<file path="src/rtl/sio_pkg.sv">
package sio_pkg;
  // One shift-clock event as seen by the transfer control.
  typedef struct packed {
    logic ev;    // a clock edge happened this cycle
    logic lead;  // that edge moved the clock away from its idle level
  } sio_edge_t;
endpackage

</file>
<file path="src/rtl/sio_mclk.sv">
module sio_mclk
  import sio_pkg::*;
#(
  parameter int N_SRC = 7,
  parameter int SEL_W = 3
) (
  input  logic             clk,
  input  logic             run,
  input  logic             cpol,
  input  logic [SEL_W-1:0] sel,
  input  logic [N_SRC-1:0] tick_en,
  output sio_edge_t        ev_o,
  output logic             sclk_o
);
  localparam int NPAD = 1 << SEL_W;

  logic [NPAD-1:0] tick_pad;
  logic            tick;
  logic            sclk_q;

  // Codes above the internal sources select no tick.
  always_comb begin
    tick_pad = '0;
    for (int i = 0; i < N_SRC; i++) tick_pad[i] = tick_en[i];
  end
  assign tick = tick_pad[sel];

  // The clock rests at the idle level and toggles on each tick while running.
  always_ff @(posedge clk) begin
    if (!run)      sclk_q <= cpol;
    else if (tick) sclk_q <= ~sclk_q;
  end

  assign ev_o.ev   = run && tick;
  assign ev_o.lead = (sclk_q == cpol);
  assign sclk_o    = sclk_q;
endmodule

</file>
<file path="src/rtl/sio_sclk_sync.sv">
module sio_sclk_sync
  import sio_pkg::*;
#(
  parameter int STAGES = 3
) (
  input  logic      clk,
  input  logic      rst_n,
  input  logic      sclk_i,
  input  logic      cpol,
  output sio_edge_t ev_o
);
  logic [STAGES-1:0] sy;

  always_ff @(posedge clk or negedge rst_n) begin
    if (!rst_n) sy <= '0;
    else        sy <= {sy[STAGES-2:0], sclk_i};
  end

  // A change between the last two stages is one clock edge.
  assign ev_o.ev   = sy[STAGES-2] ^ sy[STAGES-1];
  assign ev_o.lead = (sy[STAGES-2] != cpol);
endmodule

</file>
<file path="src/rtl/sio_shifter.sv">
module sio_shifter #(
  parameter int W = 8
) (
  input  logic         clk,
  input  logic         rst_n,
  input  logic         load,
  input  logic [W-1:0] load_data,
  input  logic         arm,
  input  logic         lsb_first,
  input  logic         sample,
  input  logic         launch,
  input  logic         sin,
  output logic [W-1:0] sr,
  output logic         sout_bit
);
  logic [W-1:0] arm_src;
  logic         obit;

  assign arm_src = load ? load_data : sr;

  always_ff @(posedge clk or negedge rst_n) begin
    if (!rst_n) begin
      sr   <= '0;
      obit <= 1'b0;
    end else begin
      if (load)
        sr <= load_data;
      else if (sample)
        sr <= lsb_first ? {sin, sr[W-1:1]} : {sr[W-2:0], sin};

      if (arm)
        obit <= lsb_first ? arm_src[0] : arm_src[W-1];
      else if (launch)
        obit <= lsb_first ? sr[0] : sr[W-1];
    end
  end

  assign sout_bit = obit;
endmodule

</file>
<file path="src/rtl/sio_port.sv">
module sio_port
  import sio_pkg::*;
#(
  parameter  int W     = 8,
  parameter  int N_SRC = 7,
  localparam int SEL_W = $clog2(N_SRC + 1)
) (
  input  logic             clk,
  input  logic             rst_n,
  input  logic             en,
  input  logic             dout_en,
  input  logic             trig,
  input  logic [SEL_W-1:0] clk_sel,
  input  logic [1:0]       fmt,
  input  logic             lsb_first,
  input  logic             pin_fn_en,
  input  logic             rdy_sel,
  input  logic [N_SRC-1:0] tick_en,
  input  logic             tx_valid,
  output logic             tx_ready,
  input  logic [W-1:0]     tx_data,
  output logic [W-1:0]     rx_data,
  output logic             irq,
  output logic             busy,
  input  logic             sclk_i,
  output logic             sclk_o,
  output logic             sclk_oe,
  input  logic             sin,
  output logic             sout,
  output logic             sout_oe,
  input  logic             ss_rdy_i,
  output logic             ss_rdy_o,
  output logic             ss_rdy_oe
);
  localparam int             ECW       = $clog2(2 * W);
  localparam logic [ECW-1:0] LAST_EDGE = ECW'(2 * W - 1);
  localparam logic [SEL_W-1:0] SLAVE_CODE = SEL_W'(N_SRC);

  sio_edge_t      m_ev, s_ev;
  logic           master, cpol, cpha;
  logic           ss_mode, ss_block, rdy_mode;
  logic [1:0]     ss_sy;
  logic           busy_q, rdy_q, done_q, irq_q;
  logic [ECW-1:0] ecnt;
  logic           ev, lead, sample, launch, start, load, done_ev;
  logic [W-1:0]   sr;
  logic [W-1:0]   rx_q;
  logic           sout_bit;

  assign master   = (clk_sel != SLAVE_CODE);
  assign cpol     = fmt[1];
  assign cpha     = fmt[0];
  assign ss_mode  = !master && pin_fn_en && !rdy_sel;
  assign rdy_mode = !master && pin_fn_en && rdy_sel;
  assign ss_block = ss_mode && ss_sy[1];

  sio_mclk #(.N_SRC(N_SRC), .SEL_W(SEL_W)) u_mclk (
    .clk     (clk),
    .run     (busy_q && master),
    .cpol    (cpol),
    .sel     (clk_sel),
    .tick_en (tick_en),
    .ev_o    (m_ev),
    .sclk_o  (sclk_o)
  );

  sio_sclk_sync #(.STAGES(3)) u_sync (
    .clk    (clk),
    .rst_n  (rst_n),
    .sclk_i (sclk_i),
    .cpol   (cpol),
    .ev_o   (s_ev)
  );

  // The select input idles inactive (high) out of reset.
  always_ff @(posedge clk or negedge rst_n) begin
    if (!rst_n) ss_sy <= 2'b11;
    else        ss_sy <= {ss_sy[0], ss_rdy_i};
  end

  assign ev      = master ? m_ev.ev : (s_ev.ev && busy_q && !ss_block);
  assign lead    = master ? m_ev.lead : s_ev.lead;
  assign sample  = ev && (lead != cpha);
  assign launch  = ev && (lead == cpha);
  assign start   = en && trig && !busy_q;
  assign load    = tx_valid && !busy_q;
  assign done_ev = ev && (ecnt == LAST_EDGE);

  sio_shifter #(.W(W)) u_shift (
    .clk       (clk),
    .rst_n     (rst_n),
    .load      (load),
    .load_data (tx_data),
    .arm       (start),
    .lsb_first (lsb_first),
    .sample    (sample),
    .launch    (launch),
    .sin       (sin),
    .sr        (sr),
    .sout_bit  (sout_bit)
  );

  always_ff @(posedge clk or negedge rst_n) begin
    if (!rst_n) begin
      busy_q <= 1'b0;
      rdy_q  <= 1'b0;
      ecnt   <= '0;
    end else if (!en) begin
      busy_q <= 1'b0;
      rdy_q  <= 1'b0;
      ecnt   <= '0;
    end else if (start) begin
      busy_q <= 1'b1;
      rdy_q  <= !master;
      ecnt   <= '0;
    end else if (ss_block) begin
      ecnt   <= '0;
    end else if (ev) begin
      rdy_q  <= 1'b0;
      ecnt   <= ecnt + ECW'(1);
      if (done_ev) busy_q <= 1'b0;
    end
  end

  // Completion is seen one cycle after the final edge so the last shift lands first.
  always_ff @(posedge clk or negedge rst_n) begin
    if (!rst_n) begin
      done_q <= 1'b0;
      irq_q  <= 1'b0;
      rx_q   <= '0;
    end else begin
      done_q <= done_ev;
      irq_q  <= done_q;
      if (done_q) rx_q <= sr;
    end
  end

  assign busy      = busy_q;
  assign tx_ready  = !busy_q;
  assign irq       = irq_q;
  assign rx_data   = rx_q;
  assign sclk_oe   = en && master;
  assign sout      = sout_bit;
  assign sout_oe   = en && dout_en && !ss_block;
  assign ss_rdy_o  = rdy_q;
  assign ss_rdy_oe = en && rdy_mode;
endmodule

</file>
<file path="config.mk">
export PLATFORM = sky130hd
export DESIGN_NAME = sio_port
export DESIGN_NICKNAME = d
export VERILOG_FILES = /design/src/rtl/sio_pkg.sv /design/src/rtl/sio_mclk.sv /design/src/rtl/sio_sclk_sync.sv /design/src/rtl/sio_shifter.sv /design/src/rtl/sio_port.sv
export SDC_FILE = /design/constraint.sdc
export NUM_CORES = 1
export LEC_CHECK = 0
export BUFFER_PORTS_ARGS = -buffer_cell sky130_fd_sc_hd__buf_2
export CAP_MARGIN = 10
export CORE_MARGIN = 4
export CORE_UTILIZATION = 48
export CTS_BUF_LIST = sky130_fd_sc_hd__clkbuf_2 sky130_fd_sc_hd__clkbuf_4 sky130_fd_sc_hd__clkbuf_8
export DETAILED_ROUTE_END_ITERATION = 8
export PLACE_DENSITY = 0.75
export SYNTH_ARGS = -nofsm -noshare
export SYNTH_HDL_FRONTEND = slang
export SYNTH_SLANG_ARGS = --single-unit
export TNS_END_PERCENT = 10
</file>
<file path="constraint.sdc">
create_clock -name clk -period 1.5 [get_ports clk]
set_input_delay 0.15 -clock clk [delete_from_list [all_inputs] [get_ports clk]]
set_output_delay 0.15 -clock clk [all_outputs]
set_load 0.01 [all_outputs]
</file>
* Word level (Yosys, flattened, before mapping)
Cells that the tools add are included. W data, S select, Z words.
Word-level totals: input bits 32, register bits 31, logic and storage cells 79, output and inout port bits 17
Cells by class: muxes and demuxes 27, reductions and logical operators 26, bitwise operators 2, add/subtract/negate cells 1, equality and inequality tests 11, order comparisons 1
Operators with widths (number):
- $mux W8 | 4
- $logic_and A1 B1 Y1 | 18
- $mux W1 | 18
- $mux W4 | 4
- $ne A3 B1 Y1 const B | 2
- $add A4 B1 Y4 const B | 1
- $eq A4 B4 Y1 const B | 1
- $logic_not A1 Y1 | 4
- $lt A3 B4 Y1 const B | 1
- $ne A4 B1 Y1 const B | 1
- $reduce_bool A2 Y1 | 2
- $bmux W1 S3 | 1
- $ne A3 B2 Y1 const B | 1
- $ne A3 B3 Y1 const B | 1
- $reduce_and A3 Y1 | 1
- $eq A1 B1 Y1 | 2
- $ne A1 B1 Y1 | 2
- $ne A2 B2 Y1 const B | 1
- $reduce_and A2 Y1 | 1
- $not A1 Y1 | 1
- $xor A1 B1 Y1 | 1

* Logic depth before layout (Yosys ltp)
depth after elaboration 14, depth in mapped cells 7, gate-level depth less buffers 5

* Hierarchy
A second synthesis with hierarchy kept.
Unflattened totals: cell total of the unflattened synthesis 147, area, all modules 1632.8 µm²
By module, submodules not included:
- sio_port | cells an instance 76, sequential area each 452.9 µm², instances 1, area each 864.6 µm²
- sio_shifter | cells an instance 52, sequential area each 225.2 µm², instances 1, area each 546.8 µm²
- sio_mclk | cells an instance 14, sequential area each 30.0 µm², instances 1, area each 128.9 µm²
- sio_sclk_sync | cells an instance 5, sequential area each 75.1 µm², instances 1, area each 92.6 µm²

* Worst setup path before layout
OpenSTA, ideal clock, no wires.
kind reg-to-reg, from register busy_q, in the netlist busy, to register u_shift.sr[6], slack -253 ps, stages on the path, launching flop included 8, period minus slack after synthesis 1753 ps, arrival 1685 ps, buffers on the path 2, cell sequence dfrtp_1 clkbuf_1 inv_1 nand2_1 clkbuf_1 nand2_1 or3_1 nand3_1
RTL lines:
- start, declared | line sio_port.sv:43 | logic busy_q, rdy_q, done_q, irq_q;
- start signal, assigned | line sio_port.sv:105 | busy_q <= 1'b0;
- start signal, assigned | line sio_port.sv:109 | busy_q <= 1'b0;
- start signal, assigned | line sio_port.sv:113 | busy_q <= 1'b1;
- $logic_not A1 Y1 *
- named net tx_ready | line sio_port.sv:20 | output logic tx_ready,
- $logic_and A1 B1 Y1 * | line sio_port.sv:86 | assign load = tx_valid && !busy_q;
- $mux W8 / $reduce_bool A2 Y1 (equally long branches)
- end signal, assigned | line sio_shifter.sv:27 | sr <= load_data;
- end signal, assigned | line sio_shifter.sv:29 | sr <= lsb_first ? {sin, sr[W-1:1]} : {sr[W-2:0], sin};
- end, declared | line sio_shifter.sv:13 | output logic [W-1:0] sr,
The timed path passes the listed nets; every way through them passes the cells marked *. A chain may end at the register's enable or synchronous reset.

* Worst setup path in the final report
from register ss_sy[1], to output port sout_oe
On the way: word-level cells in the longest chain between the ends 3
Ends and longest elaborated chain:
- start, declared | line sio_port.sv:42 | logic [1:0] ss_sy;
- start signal, assigned | line sio_port.sv:78 | else ss_sy <= {ss_sy[0], ss_rdy_i};
- $logic_and A1 B1 Y1 | line sio_port.sv:55 | assign ss_block = ss_mode && ss_sy[1];
- $logic_not A1 Y1 | line sio_port.sv:144 | assign sout_oe = en && dout_en && !ss_block;
- $logic_and A1 B1 Y1 | line sio_port.sv:144
- end, declared | line sio_port.sv:30 | output logic sout_oe,
Every way passes these cells.

==> results.yml <==
synth:
  async_reset_ff_share_pct: 96.8
  synth_commonest_cells: "dfrtp_1, nand2_1, mux2_2"
  yosysTopAreaCellShare_pct: 40.1
  synth_cell_types: 42
  yosysMostFrequentCell: "dfrtp_1"
  postSynthAreaPerCell_um2: 10.5
  synth_seq_cells: 31
  yosysWarningCount: 0
  synth_edf_count: 1
  ys.flop_type: "dfrtp_1"
  netlist_instances: 166
  yosys.area.top_type: "dfrtp_1"
  seq_area_frac_synth_pct: 44.8
  syn-cell-area_um2: 1750
  syn-num-nets: 199
  synth_area_leaders: "dfrtp_1, mux2_2, o2111ai_1"
timing:
  rsz0062_at_grt: "yes"
  fin_ws_ns: -0.261
  hold_viol: 0
  min_period_ns: 1.76
  setup_viol: 17
  whs_ns: 0.0422
  tightest_slew_ns: 0.372
  fmax_ghz: 0.568
  relSlewSlack_pct: 75.2
  slew_viol_final: 0
  final.period_utilization_pct: 117
  skew_ns: 0.0130
clocking:
  cts_tree: "yes"
  insertion_delay_ns: 0.33
  clockBufferDepth: 2
  cts.sinks: 31
  htree_levels: 2
  cts.clk_slew.worst_paths_ns: 0.10
  root_buffer: "clkbuf_4"
  cts_inserted_buffers: 5
critical_path:
  worstSetupPathDepth: 5
  cpMostUsedCell: "buf_6"
  rr_worst_depth: 7
  r2r-end: "u_shift.sout_bit$_DFFE_PN0P_"
  cp.arrival_ns: 1.61
  r2r-start: "ss_sy[1]$_DFF_PN1_"
  slowest_stage: "dfstp_2"
  crit_end: "sout_oe"
  critPathBufInv: 2
  rrSetupSlack_ns: -0.20
  worst_setup_path_end_kind: "output pin"
  startpoint_type: "flop"
  path_class: "flop to output pin"
  critPathMaxFanout: 2
  worstPathCellList: "nand2_1 -> or3_4 -> buf_6 -> and3_4 -> buf_6"
  cp.required_ns: 1.35
  worstSetupStartpoint: "ss_sy[1]$_DFF_PN1_"
  crit_family: "simple AND/OR/NAND/NOR gates"
  cp_slowest_stage_delay_ns: 0.52
placement:
  dp_slack_ns: -0.211
  dp_hpwl_um: 3090
  port_buffers: 48
  dpl_cell_area_um2: 2160
  place_congestion: 0.820
detailed_routing:
  ant_nets: 0
  vias: 1552
  initialDrtViolationCount: 138
  dr.pass1.iters: 4
  drc: 0
  via_per_inst: 5.62
  avgRoutedWirePerCell_um: 15.1
  drt_wl_total_um: 4170
global_routing:
  overflow: 0
  grt_pass1_wl_um: 7020
  antenna_found_initial: 0
  grt_max_degree: 31
  grt_pass1_vias: 1549
  grtUsageTotal_pct: 20.3
pwr:
  power.leakage_nw: 1.12
  power_mw: 2.38
  power_density_nw_per_um2: 1040
  max-vdd-ir-drop_v: 0.000493
floorplan:
  fp.coreArea_um2: 3420
  pin_count: 49
  num_rows: 21
  start_util_pct: 51.1
  die_w_um: 68.3
  die_area_um2: 4670
  die_h_um: 68.3
min_path:
  hold_path.class: "primary input to flop"
outcome:
  status: "finished, violations left"
  failed_checks: "setup timing"
layout:
  drive_gt1_share_pct: 43.9
  final_cell_area_um2: 2300
  syn2layout_area_growth_pct: 31.6
  diodes: 0
  nets: 262
flow_run:
  cap_viol_max_count: 0
metrics by stage:
stage / utilization (%) / setup TNS (ns) / std cells
after CTS: 67.0 / -1.93 / 276
after global routing: 67.3 / -2.97 / 276
after floorplan: - / -1.84 / 166
after detailed placement: 63.2 / -2.11 / 264
final: 67.3 / -1.82 / 276
after global placement: 63.2 / -1.52 / 264
layout make-up:
cell class / count / area, µm²
inverters: 3 / 11.3
clock buffers: 8 / 72.6
flip-flops and latches: 31 / 783
well taps: 46 / 57.6
repair buffers: 67 / 450
multi-input cells: 121 / 923
fillers: 282 / 1120
registers in the layout, summed over array words and instances, names as in the netlist:
name	count
done_q	1
u_sync.sy	3
rx_data	8
ss_rdy_o	1
u_shift.sout_bit	1
busy	1
ecnt	4
irq	1
u_mclk.sclk_o	1
u_shift.sr	8
ss_sy	2
worst min path at each step:
stage	slack, ns	end	depth (start not counted)	start
2_1_floorplan	-0.15	busy$_DFFE_PN0P_	0	rst_n
3_3_place_gp	0.11	rx_data[5]$_DFFE_PN0P_	2	rst_n
3_5_place_dp	0.12	rx_data[4]$_DFFE_PN0P_	2	rst_n
4_1_cts	0.04	u_shift.sr[2]$_DFFE_PN0P_	3	tx_data[2]
5_1_grt	0.05	u_shift.sr[2]$_DFFE_PN0P_	3	tx_data[2]
6_report	0.04	u_shift.sr[2]$_DFFE_PN0P_	3	tx_data[2]
power breakdown:
group | total, mW | internal [mW] | leakage (nW) | switching (mW)
Combinational | 0.739 | 0.409 | 0.689 | 0.330
Sequential | 1.07 | 0.956 | 0.393 | 0.118
Clock | 0.568 | 0.294 | 0.0420 | 0.274
per-layer routing:
layer,global-route usage [%],part of all wire [%],up-vias
met1,23.6,39,755
met2,35.9,53,49
li1,-,-,740
met3,4.76,5.8,8
met5,0,0,-
met4,7.69,2.1,0
tightest hold or removal path, delay by kind of cell:
family	cells	cell delay [ns]
AND/OR/NAND/NOR	1	0.07
buffers and inverters	1	0.07
AO/OA/AOI/OAI	1	0.05
layout by cell type, fill, tap and decap left out, types with 2 or more instances in the layout:
| cell | netlist | routed |
|---|---|---|
| buf_2 | 2 | 47 |
| dfrtp_1 | 28 | 28 |
| nand2_1 | 20 | 20 |
| mux2_2 | 16 | 16 |
| nand3_1 | 14 | 14 |
| buf_4 | 1 | 11 |
| o2111ai_1 | 9 | 8 |
| or3_1 | 8 | 8 |
| a2bb2oi_1 | 8 | 8 |
| clkbuf_4 | 0 | 6 |
| mux2i_1 | 5 | 5 |
| buf_12 | 0 | 4 |
| inv_1 | 3 | 3 |
| nor2b_1 | 3 | 3 |
| o211ai_1 | 3 | 3 |
| a21oi_1 | 3 | 3 |
| dlygate4sd3_1 | 0 | 3 |
| xor2_1 | 2 | 2 |
| nand4_1 | 2 | 2 |
| nor2_1 | 2 | 2 |
| and3_4 | 0 | 2 |
| o21ai_0 | 3 | 2 |
| nand2b_1 | 2 | 2 |
| and3b_1 | 2 | 2 |
| nor3_1 | 2 | 2 |
| clkbuf_8 | 0 | 2 |
| buf_6 | 1 | 2 |
| dfstp_2 | 2 | 2 |
kinds of logic (layout without fill, tap and decap cells):
logic type	Yosys count	after routing	share of synthesized area [%]
simple gates	62	62	19.5
compound gates	31	31	13.5
flops	31	31	44.8
mux	23	23	15.3
buf+inv	14	78	3.80
xor+xnor	4	4	2.44
fa+ha+maj	1	1	0.716
timing repair:
action                                  CTS  global route
hold endpoints to repair                 32             0
hold buffers                              3             0
pin swaps                                 9             1
setup buffers                             1             0
gates resized for setup                   5             3
endpoints found under the setup margin   17            17
Power figures use the tool's default switching activity.
